## src/rtl/trim_refresh_pkg.sv

```systemverilog
package trim_refresh_pkg;
  localparam int NUM_REGS = 5;
  localparam int WORD_W   = 16;
  localparam int COEF_W   = 12;
  localparam int ADDR_W   = $clog2(NUM_REGS);
  localparam int CNT_W    = $clog2(NUM_REGS + 1);

  typedef enum logic {
    SEQ_IDLE,
    SEQ_RUN
  } seq_state_e;
endpackage

```

## src/rtl/refresh_trigger.sv

```systemverilog
module refresh_trigger #(
  parameter int REFRESH_CYCLES = 250000
) (
  input  logic clk,
  input  logic rst_n,
  input  logic chip_sel_i,
  input  logic wr_en_i,
  input  logic upd_inhibit_i,
  input  logic sess_active_i,
  input  logic load_active_i,
  input  logic load_start_i,
  output logic pend_o
);
  localparam int TW = (REFRESH_CYCLES > 2) ? $clog2(REFRESH_CYCLES) : 1;
  localparam logic [TW-1:0] TMR_LAST = TW'(REFRESH_CYCLES - 1);

  logic          cs_q;
  logic [TW-1:0] tmr_q, tmr_d;
  logic          pend_q, pend_d;
  logic          tmr_en, tick, cs_req, any_req;

  always_comb begin
    tmr_en  = wr_en_i && !sess_active_i;
    tick    = tmr_en && (tmr_q == TMR_LAST);
    cs_req  = chip_sel_i && !cs_q && !upd_inhibit_i;
    any_req = cs_req || tick;

    if (!tmr_en || tick) tmr_d = '0;
    else                 tmr_d = tmr_q + TW'(1);

    // a request during an active load is absorbed into it
    if (load_start_i)                    pend_d = 1'b0;
    else if (any_req && !load_active_i)  pend_d = 1'b1;
    else                                 pend_d = pend_q;
  end

  always_ff @(posedge clk or negedge rst_n) begin
    if (!rst_n) begin
      cs_q   <= 1'b0;
      tmr_q  <= '0;
      pend_q <= 1'b1;   // power-up load
    end else begin
      cs_q   <= chip_sel_i;
      tmr_q  <= tmr_d;
      pend_q <= pend_d;
    end
  end

  assign pend_o = pend_q;
endmodule

```

## src/rtl/load_sequencer.sv

```systemverilog
module load_sequencer
  import trim_refresh_pkg::*;
(
  input  logic              clk,
  input  logic              rst_n,
  input  logic              pend_i,
  input  logic              busy_i,
  output logic              start_o,
  output logic              active_o,
  output logic              rd_o,
  output logic [ADDR_W-1:0] addr_o,
  output logic              cap_vld_o,
  output logic [ADDR_W-1:0] cap_idx_o
);
  localparam logic [CNT_W-1:0] CNT_END = CNT_W'(NUM_REGS);

  seq_state_e        state_q, state_d;
  logic [CNT_W-1:0]  cnt_q, cnt_d;
  logic              cap_vld_q;
  logic [ADDR_W-1:0] cap_idx_q;

  always_comb begin
    start_o = (state_q == SEQ_IDLE) && pend_i && !busy_i;
    rd_o    = (state_q == SEQ_RUN) && (cnt_q < CNT_END);
    addr_o  = cnt_q[ADDR_W-1:0];
    state_d = state_q;
    cnt_d   = cnt_q;
    case (state_q)
      SEQ_IDLE: if (start_o) begin
        state_d = SEQ_RUN;
        cnt_d   = '0;
      end
      SEQ_RUN: begin
        if (cnt_q == CNT_END) state_d = SEQ_IDLE;
        else                  cnt_d   = cnt_q + CNT_W'(1);
      end
      default: state_d = SEQ_IDLE;
    endcase
  end

  always_ff @(posedge clk or negedge rst_n) begin
    if (!rst_n) begin
      state_q   <= SEQ_IDLE;
      cnt_q     <= '0;
      cap_vld_q <= 1'b0;
      cap_idx_q <= '0;
    end else begin
      state_q   <= state_d;
      cnt_q     <= cnt_d;
      cap_vld_q <= rd_o;
      cap_idx_q <= addr_o;
    end
  end

  assign active_o  = (state_q == SEQ_RUN);
  assign cap_vld_o = cap_vld_q;
  assign cap_idx_o = cap_idx_q;
endmodule

```

## src/rtl/shadow_bank.sv

```systemverilog
module shadow_bank
  import trim_refresh_pkg::*;
(
  input  logic                              clk,
  input  logic                              rst_n,
  input  logic                              cap_vld_i,
  input  logic [ADDR_W-1:0]                 cap_idx_i,
  input  logic [WORD_W-1:0]                 word_i,
  output logic [NUM_REGS-1:0][COEF_W-1:0]   regs_o
);
  for (genvar g = 0; g < NUM_REGS; g++) begin : g_reg
    logic              en;
    logic [COEF_W-1:0] val_q;
    assign en = cap_vld_i && (cap_idx_i == ADDR_W'(g));
    always_ff @(posedge clk or negedge rst_n) begin
      if (!rst_n)  val_q <= '0;
      else if (en) val_q <= word_i[COEF_W-1:0];
    end
    assign regs_o[g] = val_q;
  end
endmodule

```

## src/rtl/trim_shadow_refresh.sv

```systemverilog
module trim_shadow_refresh
  import trim_refresh_pkg::*;
#(
  parameter int REFRESH_CYCLES = 250000
) (
  input  logic              clk,
  input  logic              rst_n,
  input  logic              chip_sel_i,
  input  logic              wr_en_i,
  input  logic              upd_inhibit_i,
  input  logic              sess_active_i,
  input  logic              store_busy_i,
  output logic              store_rd_o,
  output logic [ADDR_W-1:0] store_addr_o,
  input  logic [WORD_W-1:0] store_data_i,
  output logic [COEF_W-1:0] cfg_o,
  output logic [COEF_W-1:0] ofs_o,
  output logic [COEF_W-1:0] ofs_tc_o,
  output logic [COEF_W-1:0] span_o,
  output logic [COEF_W-1:0] span_tc_o
);
  logic                            pend, start, active, cap_vld;
  logic [ADDR_W-1:0]               cap_idx;
  logic [NUM_REGS-1:0][COEF_W-1:0] regs;

  refresh_trigger #(.REFRESH_CYCLES(REFRESH_CYCLES)) u_trig (
    .clk(clk), .rst_n(rst_n), .chip_sel_i(chip_sel_i), .wr_en_i(wr_en_i),
    .upd_inhibit_i(upd_inhibit_i), .sess_active_i(sess_active_i),
    .load_active_i(active), .load_start_i(start), .pend_o(pend)
  );

  load_sequencer u_seq (
    .clk(clk), .rst_n(rst_n), .pend_i(pend), .busy_i(store_busy_i),
    .start_o(start), .active_o(active), .rd_o(store_rd_o),
    .addr_o(store_addr_o), .cap_vld_o(cap_vld), .cap_idx_o(cap_idx)
  );

  shadow_bank u_bank (
    .clk(clk), .rst_n(rst_n), .cap_vld_i(cap_vld), .cap_idx_i(cap_idx),
    .word_i(store_data_i), .regs_o(regs)
  );

  assign cfg_o     = regs[0];
  assign ofs_o     = regs[1];
  assign ofs_tc_o  = regs[2];
  assign span_o    = regs[3];
  assign span_tc_o = regs[4];
endmodule

```

## config.mk

```make
export PLATFORM = sky130hd
export DESIGN_NAME = trim_shadow_refresh
export DESIGN_NICKNAME = d
export VERILOG_FILES = /design/src/rtl/trim_refresh_pkg.sv /design/src/rtl/refresh_trigger.sv /design/src/rtl/load_sequencer.sv /design/src/rtl/shadow_bank.sv /design/src/rtl/trim_shadow_refresh.sv
export SDC_FILE = /design/constraint.sdc
export NUM_CORES = 1
export LEC_CHECK = 0
export ABC_AREA = 1
export BUFFER_PORTS_ARGS = -buffer_cell sky130_fd_sc_hd__buf_4
export CORE_ASPECT_RATIO = 1.4
export CORE_MARGIN = 10
export CORE_UTILIZATION = 40
export DETAILED_ROUTE_END_ITERATION = 10
export GPL_TIMING_DRIVEN = 0
export SKIP_CTS_REPAIR_TIMING = 1
export SLEW_MARGIN = 20
export SYNTH_ARGS = -nofsm -noshare
export SYNTH_HDL_FRONTEND = slang
export SYNTH_SLANG_ARGS = --single-unit
```

## constraint.sdc

```tcl
create_clock -name clk -period 3.1 [get_ports clk]
set_input_delay 0.775 -clock clk [delete_from_list [all_inputs] [get_ports clk]]
set_output_delay 0.775 -clock clk [all_outputs]
set_load 0.01 [all_outputs]
```

==> Word level (Yosys, flattened, before mapping) <==
Cells that the tools add are included.
{ "word_totals": {"input_bits": 23, "word_cells": 57, "output_inout_bits": 64, "reg_bits": 88} }
{ "op_classes": {"magnitude_cmp": 1, "addsub": 2, "eq_ne": 8, "reduce_logical": 24, "mux": 9, "bitwise_logic": 1} }
{ "ops": {"columns": ["cell", "count"], "rows": [
  ["18-bit by 1-bit adder with 18-bit output, second input constant", 1],
  ["18-bit == test, second input constant", 1],
  ["18-bit 2-to-1 mux", 1],
  ["1-bit logical AND", 13],
  ["3-bit by 2-bit == test with 1-bit output, second input constant", 2],
  ["3-bit == test, second input constant", 2],
  ["1-bit zero test", 6],
  ["3-bit 2-to-1 mux", 2],
  ["3-bit case mux with 2 select lines", 1],
  ["1-bit 2-to-1 mux", 4],
  ["2-bit != test, second input constant", 2],
  ["3-bit by 1-bit adder with 3-bit output, second input constant", 1],
  ["3-bit by 1-bit == test with 1-bit output, second input constant", 1],
  ["3-bit zero test", 1],
  ["3-bit less-than comparator, second input constant", 1],
  ["1-bit logical OR", 2],
  ["1-bit case mux with 2 select lines", 1],
  ["2-bit AND reduction", 1],
  ["2-bit nonzero test", 1],
  ["1-bit inverter", 1]
]} }

==> Logic depth before layout (Yosys ltp) <==
{ "depth": {"depth_word": 7, "mapped_depth": 9, "depth_no_buf": 9} }

==> Modules after synthesis <==
Synthesis repeated with hierarchy kept, for this count alone.
{ "hier_totals": {"cells_unflattened": 443, "hier_area_um2": 3921.3} }
{ "by_module_without_submodules": {"columns": ["mod", "instances", "seq_area_each_um2", "area_each_um2", "cells_per_inst"], "rows": [
  ["shadow_bank", 1, 1501.4, 2473.6, 274],
  ["refresh_trigger", 1, 501.7, 1112.3, 135],
  ["load_sequencer", 1, 200.2, 335.3, 34]
]} }

==> Worst setup path after synthesis <==
OpenSTA, ideal clock, no wires.
{ "synth_timing": {"path_kind": "register to output", "startpoint": "register u_seq.cnt_q[0] (netlist: u_seq.addr_o[0])", "endpoint": "output port store_rd_o", "arrival_ns": 0.774, "stages_incl_launch_ff": 4, "path_slack_ns": 1.551, "t_required_ns": 2.325, "n_path_buf": 0, "path_cell_list": "dfrtp_1 > nor2_1 > nor2_1 > nor2_1"} }
{ "synth_via": {"elab_chain_cells": 2} }
{ "synth_lines": {"columns": ["item", "line_no", "text"], "rows": [
  ["from (decl)", "load_sequencer.sv:18", "logic [CNT_W-1:0] cnt_q, cnt_d;"],
  ["from (signal assigned)", "load_sequencer.sv:49", "cnt_q <= cnt_d;"],
  ["3-bit less-than comparator", "load_sequencer.sv:24", "rd_o = (state_q == SEQ_RUN) && (cnt_q < CNT_END);"],
  ["1-bit logical AND", "load_sequencer.sv:24", null],
  ["to (decl)", "trim_shadow_refresh.sv:13", "output logic store_rd_o,"]
]} }
No other way between the ends.

==> Worst setup path in the final report <==
Same ends and word-level chain as after synthesis.

==> results.toml <==
[power]
ir_drop_mv = 0.516
leakagePower_nw = 2.23
p_per_area_mw_per_mm2 = 990

[critical_path]
critical_path_class = "flop to output pin"
crit-reg2reg-launch = "u_trig.tmr_q[0]"
critPathLaunchType = "flop"
worst_ep_required_time_ns = 2.32
end_kind = "output pin"
crit_start = "u_seq.addr_o[0]"
cp_max_fo = 7
arrival_ns = 1.22

[synthesis]
synth_area_per_cell_um2 = 9.59
ys_seq_area_share_pct = 62.1
synth_area_leaders = "dfrtp_1 (61%), nand2_1 (8.8%), o21ai_0 (8.7%), inv_1 (3.2%), nor2_1 (3.2%)"
synth_cell_type_count = 29
synth_top_cell_area_share_pct = 61.3
syn-cell-area_mm2 = 0.00355
synthCells = 370
yosys.area.top_type = "dfrtp_1"
yosys_warnings = 0
synth_nets = 396
ys_seq_elements = 88

[detailed_routing]
vias = 2834
avgRoutedWirePerCell_um = 15.2
vias_per_cell = 4.95
drcViolationCount = 0
first_pass_iters = 4
drt-total-wl_mm = 8.71
drt_iter0_drc = 104
ant_nets = 0

[sta]
worstMarginPinSlew_ns = 0.775
setup_slack_ns = 1.11
grt_setup_unrepaired = "no"
maxSlewHeadroom_pct = 48.3
hold_viol = 0
maxSlewViolCount = 0
skew_ns = 0.00628
finalCritPeriodShare_pct = 64.3
timing.hold.ws_ns = 0.438
setup-violations-final = 0
min_period_ns = 1.99
fmax_mhz = 502
setup_tns_ns = 0

[layout]
final_area_mm2 = 0.00459
final_nets = 489
drive_gt1_share_pct = 25.6
antenna_cells = 0
synthToLayoutAreaGrowth_pct = 29.3
most-common-layout-cells = "dfrtp_1 (87), nand2_1 (83), buf_4 (81)"
mostFrequentLayoutCell = "dfrtp_1"

[clock_network]
clk_pin_slew_ns = 0.06
htreeDepth = 3
insertion_delay_ns = 0.34
ctsRootBufferMaster = "clkbuf_16"
cts.path.max_buffers = 2
cts_tree = "done"
clock-sinks = 88
cts-buffers-inserted = 9

[outcome]
status = "complete, no violations"

[floorplan]
die-area_mm2 = 0.0131
die_h_um = 131
die_w_um = 99.6
core_area_mm2 = 0.00861
start_util_pct = 41.2
ios = 87
rows = 40

[worst_hold_path]
worstHoldStart = "u_seq.addr_o[2]"
worst_hold_path_type = "flop to flop"

[place]
place.gp.congestion = 0.807
portBuffers = 82
placed_cell_area_mm2 = 0.00430
detailedPlace.worstSlack_ns = 1.32
dp_hpwl_mm = 6.56

[job]
maxCapViolCount = 0

[global_route]
grt_max_degree = 89
grt_use_total_pct = 13.5
antenna_found_initial = 0
grt_pass1_vias = 2727
overflow = 0
grt_pass1_wl_mm = 14.2
area by class of cell:
class | count | area [um2]
plain buffers | 11 | 51.3
clock buffers | 10 | 229
clock inverters | 6 | 60.1
fillers | 810 | 4020
inverters | 33 | 124
multi-input cells | 238 | 1170
flip-flops and latches | 88 | 2200
well taps | 105 | 131
repair buffers | 82 | 619
synthesized netlist by cell type:
master    instances
nand2_2           3
o21ai_0          62
nor3_2            2
nand4_1           4
xor2_1            5
or3b_2            1
xnor2_1           2
clkbuf_1          8
o21a_1            1
nand2_4           2
a31oi_1           3
nor2_2            6
a21oi_1           4
buf_6             1
nor2_1           30
inv_2             2
o22ai_1           1
inv_1            30
nor3b_1           2
nand2_1          83
dfrtp_1          87
clkinv_1          1
nor3_1            6
nand3_1          15
dfstp_2           1
buf_2             2
ha_1              3
nor2_4            2
nand3_2           1
final timing paths:
path                       depth (start not counted)                  endpoint  slack, ns
max                                                4                store_rd_o       1.11
min                                                0        u_seq.cap_idx_o[2]       0.44
max reg2reg                                        9           u_trig.tmr_q[9]       1.49
min reg2reg                                        0        u_seq.cap_idx_o[2]       0.44
max in group asynchronous                          1  u_bank.g_reg[2].val_q[0]       2.09
min in group asynchronous                          1  u_bank.g_reg[2].val_q[8]       0.48
routing by layer:
metal	GRT usage, %	vias to the layer above	part of all wire [%]	wire length [um]
li1	-	1385	-	-
met1	17.0	1358	44	3830
met2	21.1	83	49	4250
met3	4.41	8	6.2	540
met4	4.55	0	0.96	84
met5	0	-	0	0
state kept, by name, summed over array words and instances (netlist names):
signal / cells
u_seq.active_o: 1
u_bank.g.val_q: 60
u_seq.cap_vld_o: 1
u_trig.cs_q: 1
u_trig.tmr_q: 18
u_seq.addr_o: 3
u_seq.cap_idx_o: 3
u_trig.pend_o: 1
critical path, cell delays in order (launching register included):
cell and delay, ns:
dfrtp_1 0.45, nor2_1 0.11, nor2_1 0.04, nor2_1 0.12, buf_4 0.14
per-stage QoR:
stage          power [mW]  std cells  util (%)
2_1_floorplan        2.59        370         -
3_3_place_gp         3.50        557      49.9
3_5_place_dp         3.55        557      49.9
4_1_cts              4.62        573      53.3
5_1_grt              4.88        573      53.3
6_report             4.54        573      53.3
cells by family (layout without fill, tap and decap cells):
logic type	Yosys count	after routing	synth area share, %
buffers and inverters	44	142	4.93
xor gates and xnor gates	7	7	1.73
adders and majority gates	3	3	1.06
AOI/OAI and AO/OA	71	71	10.2
DFF	88	88	62.1
and+or+nand+nor	157	157	20.0
report_power, final:
| group | internal, mW | total, mW | switching, mW |
|---|---|---|---|
| Sequential | 1.61 | 1.91 | 0.295 |
| Clock | 0.620 | 1.05 | 0.433 |
| Combinational | 0.759 | 1.58 | 0.822 |
| Total | 2.99 | 4.54 | 1.55 |
No activity file was read; power rests on OpenSTA's default activity.
